## src/rtl/pcipar_pkg.sv

```systemverilog
package pcipar_pkg;
  typedef struct packed {
    logic capture;  // this clock is covered by parity
    logic drive;    // this agent sources the parity for it
    logic check;    // the other agent sources it, so compare
    logic isAddr;   // covered clock is an address clock
  } parStrobe_t;
endpackage

```

## src/rtl/pcipar_tree.sv

```systemverilog
module pcipar_tree #(
  parameter int IN_W = 36
) (
  input  logic [IN_W-1:0] din,
  output logic            odd
);
  localparam int LANES = (IN_W + 7) / 8;
  localparam int PAD_W = LANES * 8;

  logic [PAD_W-1:0] padded;
  logic [LANES-1:0] laneOdd;

  assign padded = PAD_W'(din);

  genvar g;
  generate
    for (g = 0; g < LANES; g++) begin : gLane
      assign laneOdd[g] = ^padded[g*8 +: 8];
    end
  endgenerate

  assign odd = ^laneOdd;
endmodule

```

## src/rtl/pcipar_ctrl.sv

```systemverilog
module pcipar_ctrl
  import pcipar_pkg::*;
(
  input  logic       clk,
  input  logic       rstN,
  input  logic       frameN,
  input  logic       irdyN,
  input  logic       trdyN,
  input  logic       isMaster,
  input  logic       isWrite,
  output parStrobe_t strobe
);
  logic busy;
  logic busyNext;
  logic addrPhase;
  logic dataValid;
  logic weSource;

  assign addrPhase = !busy && !frameN;
  assign dataValid = busy && (isWrite ? !irdyN : !trdyN);
  assign busyNext  = busy ? (!frameN || (!irdyN && trdyN)) : addrPhase;

  always_comb begin
    if (addrPhase) weSource = isMaster;
    else           weSource = isWrite ? isMaster : !isMaster;
  end

  always_comb begin
    strobe.capture = addrPhase || dataValid;
    strobe.isAddr  = addrPhase;
    strobe.drive   = strobe.capture && weSource;
    strobe.check   = strobe.capture && !weSource;
  end

  always_ff @(posedge clk) begin
    if (!rstN) busy <= 1'b0;
    else       busy <= busyNext;
  end

  assert_exclusive_R6: assert property (@(posedge clk) disable iff (!rstN)
    $onehot0({strobe.drive, strobe.check}));

  assert_idle_quiet_R7: assert property (@(posedge clk) disable iff (!rstN)
    (!busy && frameN) |-> !strobe.capture);

  assert_last_phase_ends_R5: assert property (@(posedge clk) disable iff (!rstN)
    (busy && frameN && !irdyN && !trdyN) |=> !busy);

  assert_addr_owner_R2: assert property (@(posedge clk) disable iff (!rstN)
    ($past(frameN) && !frameN && !busy) |-> (strobe.drive == isMaster));
endmodule

```

## src/rtl/pcipar_dp.sv

```systemverilog
module pcipar_dp
  import pcipar_pkg::*;
#(
  parameter int DATA_W = 32
) (
  input  logic              clk,
  input  logic              rstN,
  input  logic [DATA_W-1:0] busAd,
  input  logic [DATA_W/8-1:0] busCbeN,
  input  logic              parIn,
  input  parStrobe_t        strobe,
  output logic              parOut,
  output logic              parOe,
  output logic              parErr,
  output logic              errIsAddr
);
  localparam int CBE_W = DATA_W / 8;
  localparam int COV_W = DATA_W + CBE_W;

  logic parNow;
  logic chkQ;
  logic addrQ;

  pcipar_tree #(.IN_W(COV_W)) tree_i (
    .din ({busCbeN, busAd}),
    .odd (parNow)
  );

  always_ff @(posedge clk) begin
    if (!rstN) begin
      parOut    <= 1'b0;
      parOe     <= 1'b0;
      chkQ      <= 1'b0;
      addrQ     <= 1'b0;
      parErr    <= 1'b0;
      errIsAddr <= 1'b0;
    end else begin
      if (strobe.capture) parOut <= parNow;
      parOe     <= strobe.drive;
      chkQ      <= strobe.check;
      addrQ     <= strobe.isAddr;
      parErr    <= chkQ && (parIn != parOut);
      errIsAddr <= addrQ;
    end
  end

  assert_even_total_R1: assert property (@(posedge clk) disable iff (!rstN)
    parOe |-> ((^{$past(busCbeN), $past(busAd), parOut}) == 1'b0));

  assert_hold_R9: assert property (@(posedge clk) disable iff (!rstN)
    !$past(strobe.capture) |-> $stable(parOut));

  assert_no_err_after_drive_R6: assert property (@(posedge clk) disable iff (!rstN)
    $past(parOe) |-> !parErr);
endmodule

```

## src/rtl/pci_parity_unit.sv

```systemverilog
module pci_parity_unit
  import pcipar_pkg::*;
#(
  parameter int DATA_W = 32
) (
  input  logic                clk,
  input  logic                rstN,
  input  logic                frameN,
  input  logic                irdyN,
  input  logic                trdyN,
  input  logic                isMaster,
  input  logic                isWrite,
  input  logic [DATA_W-1:0]   busAd,
  input  logic [DATA_W/8-1:0] busCbeN,
  input  logic                parIn,
  output logic                parOut,
  output logic                parOe,
  output logic                parErr,
  output logic                errIsAddr
);
  parStrobe_t strobe;

  pcipar_ctrl ctrl_i (
    .clk      (clk),
    .rstN     (rstN),
    .frameN   (frameN),
    .irdyN    (irdyN),
    .trdyN    (trdyN),
    .isMaster (isMaster),
    .isWrite  (isWrite),
    .strobe   (strobe)
  );

  pcipar_dp #(.DATA_W(DATA_W)) dp_i (
    .clk       (clk),
    .rstN      (rstN),
    .busAd     (busAd),
    .busCbeN   (busCbeN),
    .parIn     (parIn),
    .strobe    (strobe),
    .parOut    (parOut),
    .parOe     (parOe),
    .parErr    (parErr),
    .errIsAddr (errIsAddr)
  );

  assert_reset_quiet_R8: assert property (@(posedge clk)
    $past(!rstN) |-> (!parOe && !parErr));
endmodule

```

## config.mk

```make
export PLATFORM = sky130hd
export DESIGN_NAME = pci_parity_unit
export DESIGN_NICKNAME = d
export VERILOG_FILES = /design/src/rtl/pcipar_pkg.sv /design/src/rtl/pcipar_tree.sv /design/src/rtl/pcipar_ctrl.sv /design/src/rtl/pcipar_dp.sv /design/src/rtl/pci_parity_unit.sv
export SDC_FILE = /design/constraint.sdc
export NUM_CORES = 1
export LEC_CHECK = 0
export BUFFER_PORTS_ARGS = -buffer_cell sky130_fd_sc_hd__buf_2
export CORE_MARGIN = 3
export CORE_UTILIZATION = 38
export DETAILED_ROUTE_END_ITERATION = 7
export PLACE_DENSITY = 0.76
export SETUP_SLACK_MARGIN = 0.3
export SYNTH_ARGS = -nofsm -noshare
export SYNTH_HDL_FRONTEND = slang
export SYNTH_HIERARCHICAL = 1
export SYNTH_SLANG_ARGS = --single-unit
```

## constraint.sdc

```tcl
create_clock -name clk -period 1.7 [get_ports clk]
set_input_delay 0.085 -clock clk [delete_from_list [all_inputs] [get_ports clk]]
set_output_delay 0.085 -clock clk [all_outputs]
set_load 0.005 [all_outputs]
```

==> results.txt <==
Clock root buffer: clkbuf_4
Hold-fix buffers at CTS: 0
First-pass GRT wire length: 1960 um
Mean number of vias per cell: 4.65
Most frequent cell after synthesis: xnor2_1
TNS Setup: 0 ns
CP required: 1.84 ns
Die width: 46.1 um
Final-stage net count: 157
Cell count after synthesis: 62
Yosys cell types: 19
Beginning of the worst hold path: frameN
Final Critical Period: 1.29 ns
WHS: 0.0676 ns
Die area: 0.00212 sq mm
Post-synth top area cell: xnor2_1
CTS Buf Count: 3
Peak supply drop: 533 uV
RSZ-0062 raised after global routing: false
Critical Path Source Type: input pin
Antenna viol nets, final: 0
Final hold viol count: 0
Die H: 46.1 um
Synth top area share: 0.416
Drt pass-1 iters: 1
Number of DRC markers in iteration 0: 0
WL final: 1160 um
Pwr/cell area: 778 mW/mm^2
Final clock skew: 0.00188 ns
Area growth, synth to finish: 44.7%
Final instance area: 883 sq um
Worst slew pin tran: 0.257 ns
Ys async rst share: 0
Final HPWL DP: 1050 um
Register bit count reported by yosys: 7
WS Path Type: input pin to flop
Clock Path Buffers: 2
Drc violations: 0
Initial Util: 0.436
Syn Nets: 106
Critical path arrival: 1.42 ns
Post-CTS Setup Inserts: 0
Post-Syn Area per Cell: 9.85 sq um
CTS tree: built
Max cap viols: 0
CP Max Fanout: 1
Pre-CTS setup slack: 0.157 ns
Origin of the critical flop-to-flop path: ctrl_i/busy$_SDFF_PN0_
Antenna Cells: 0
Gr ovfl total: 0
PostCTS Resize Cnt: 0
H-tree depth: 1
Relative slew slack: 0.829
Wire per inst: 9.15 um
Gr usage total: 0.130
Slew Viols, Final: 0
Final period utilization: 0.756
GP Congestion: 0.729
Status: completed
Antenna violations before repair: 0
Critical path endpoint category: flop
Post-synth EDFFs: 0
Routed vias: 591
Worst-path clk slew: 0.05 ns
Top_reg_cell synth: dfxtp_1
Core Area: 0.00140 sq mm
Yosys warnings: 6
DP Area: 857 sq um
Vias in the first global route: 535
Worst setup startpoint: busAd[28]
Share of post-route cells with drive strength above 1: 0.464
Worst-skew pair later-pin latency: 0.25 ns
Top cells by area, synth: xnor2_1 42%, dfxtp_1 23%, xor2_1 7.2%
Number of port buffers: 47
Sink Count: 7
Leak: 0.423 nW
Final setup viols: 0
Seq/Total Area, Yosys: 0.230
Post-Synthesis Cell Area: 611 sq um
Cell Rows: 13
Setup ws final: 0.414 ns
Commonest cells post-synth: 29 x xnor2_1, 7 x dfxtp_1, 5 x xor2_1
Worst hold path type: input pin to flop
Largest net degree at the start of global routing: 9
Max frequency: 778 MHz
I/O pin count: 48
final cells by class:
type / count / area [sq um]
sequential: 7 / 140
multi-input combinational: 54 / 463
timing repair buffer: 47 / 235
clock buffer: 4 / 26.3
fill: 129 / 515
tap: 15 / 18.8
critical path, stage by stage:
cell     delay [ns]
buf_2          0.10
xor2_1         0.16
xnor2_1        0.19
xnor2_1        0.15
xnor3_1        0.42
xnor2_1        0.13
mux2i_1        0.13
nor2b_1        0.06
state kept, by name, indices dropped and copies added (netlist names):
signal / cells
dp_i/parOut: 1
dp_i/parOe: 1
dp_i/addrQ: 1
dp_i/chkQ: 1
ctrl_i/busy: 1
dp_i/errIsAddr: 1
dp_i/parErr: 1
cell families (layout without fill, tap and decap cells):
group,count (synthesis),after routing,synth area share
compound gates,4,4,0.0594
xor+xnor,35,35,0.525
buf+inv,1,51,0.0123
flops,7,7,0.230
mux,2,2,0.0328
simple gates,13,13,0.141
where the power goes:
part	leakage [nW]	internal (W)	switching [W]
logic	0.351	0.000226	0.000125
clock network	0.0150	0.0000893	0.0000578
registers	0.0576	0.000179	0.0000100
layout by cell type, fill, tap and decap left out, types with 2 or more instances in the layout:
master and n:
buf_2 47, xnor2_1 29, mux2i_1 2, clkbuf_4 3
and2_1 4, dfxtp_1 7, nor2b_1 2, xor2_1 5
through the flow:
step	cells	util	total power [W]
final	127	0.631	0.000687
after global routing	127	0.631	0.000746
after CTS	127	0.631	0.000698
after detailed placement	123	0.613	0.000548
after global placement	123	0.613	0.000542
after floorplan	62	-	0.000460
per-layer routing:
layer	track usage	vias to the layer above	part of all wire
li1	-	304	-
met1	0.122	258	0.36
met2	0.239	29	0.51
met3	0.0625	0	0.13
met4	0.0511	0	0
met5	0	-	0
path summary, 6_finish.rpt:
| check | to | slack (ns) | depth (start not counted) |
|---|---|---|---|
| setup reg to reg | dp_i/parOe$_SDFF_PN0_ | 0.58 | 3 |
| hold / removal | ctrl_i/busy$_SDFF_PN0_ | 0.07 | 2 |
| setup / recovery | dp_i/parOut$_SDFFE_PN0P_ | 0.41 | 8 |
| hold reg to reg | dp_i/errIsAddr$_SDFF_PN0_ | 0.44 | 1 |
(Power assumes the default switching activity.)
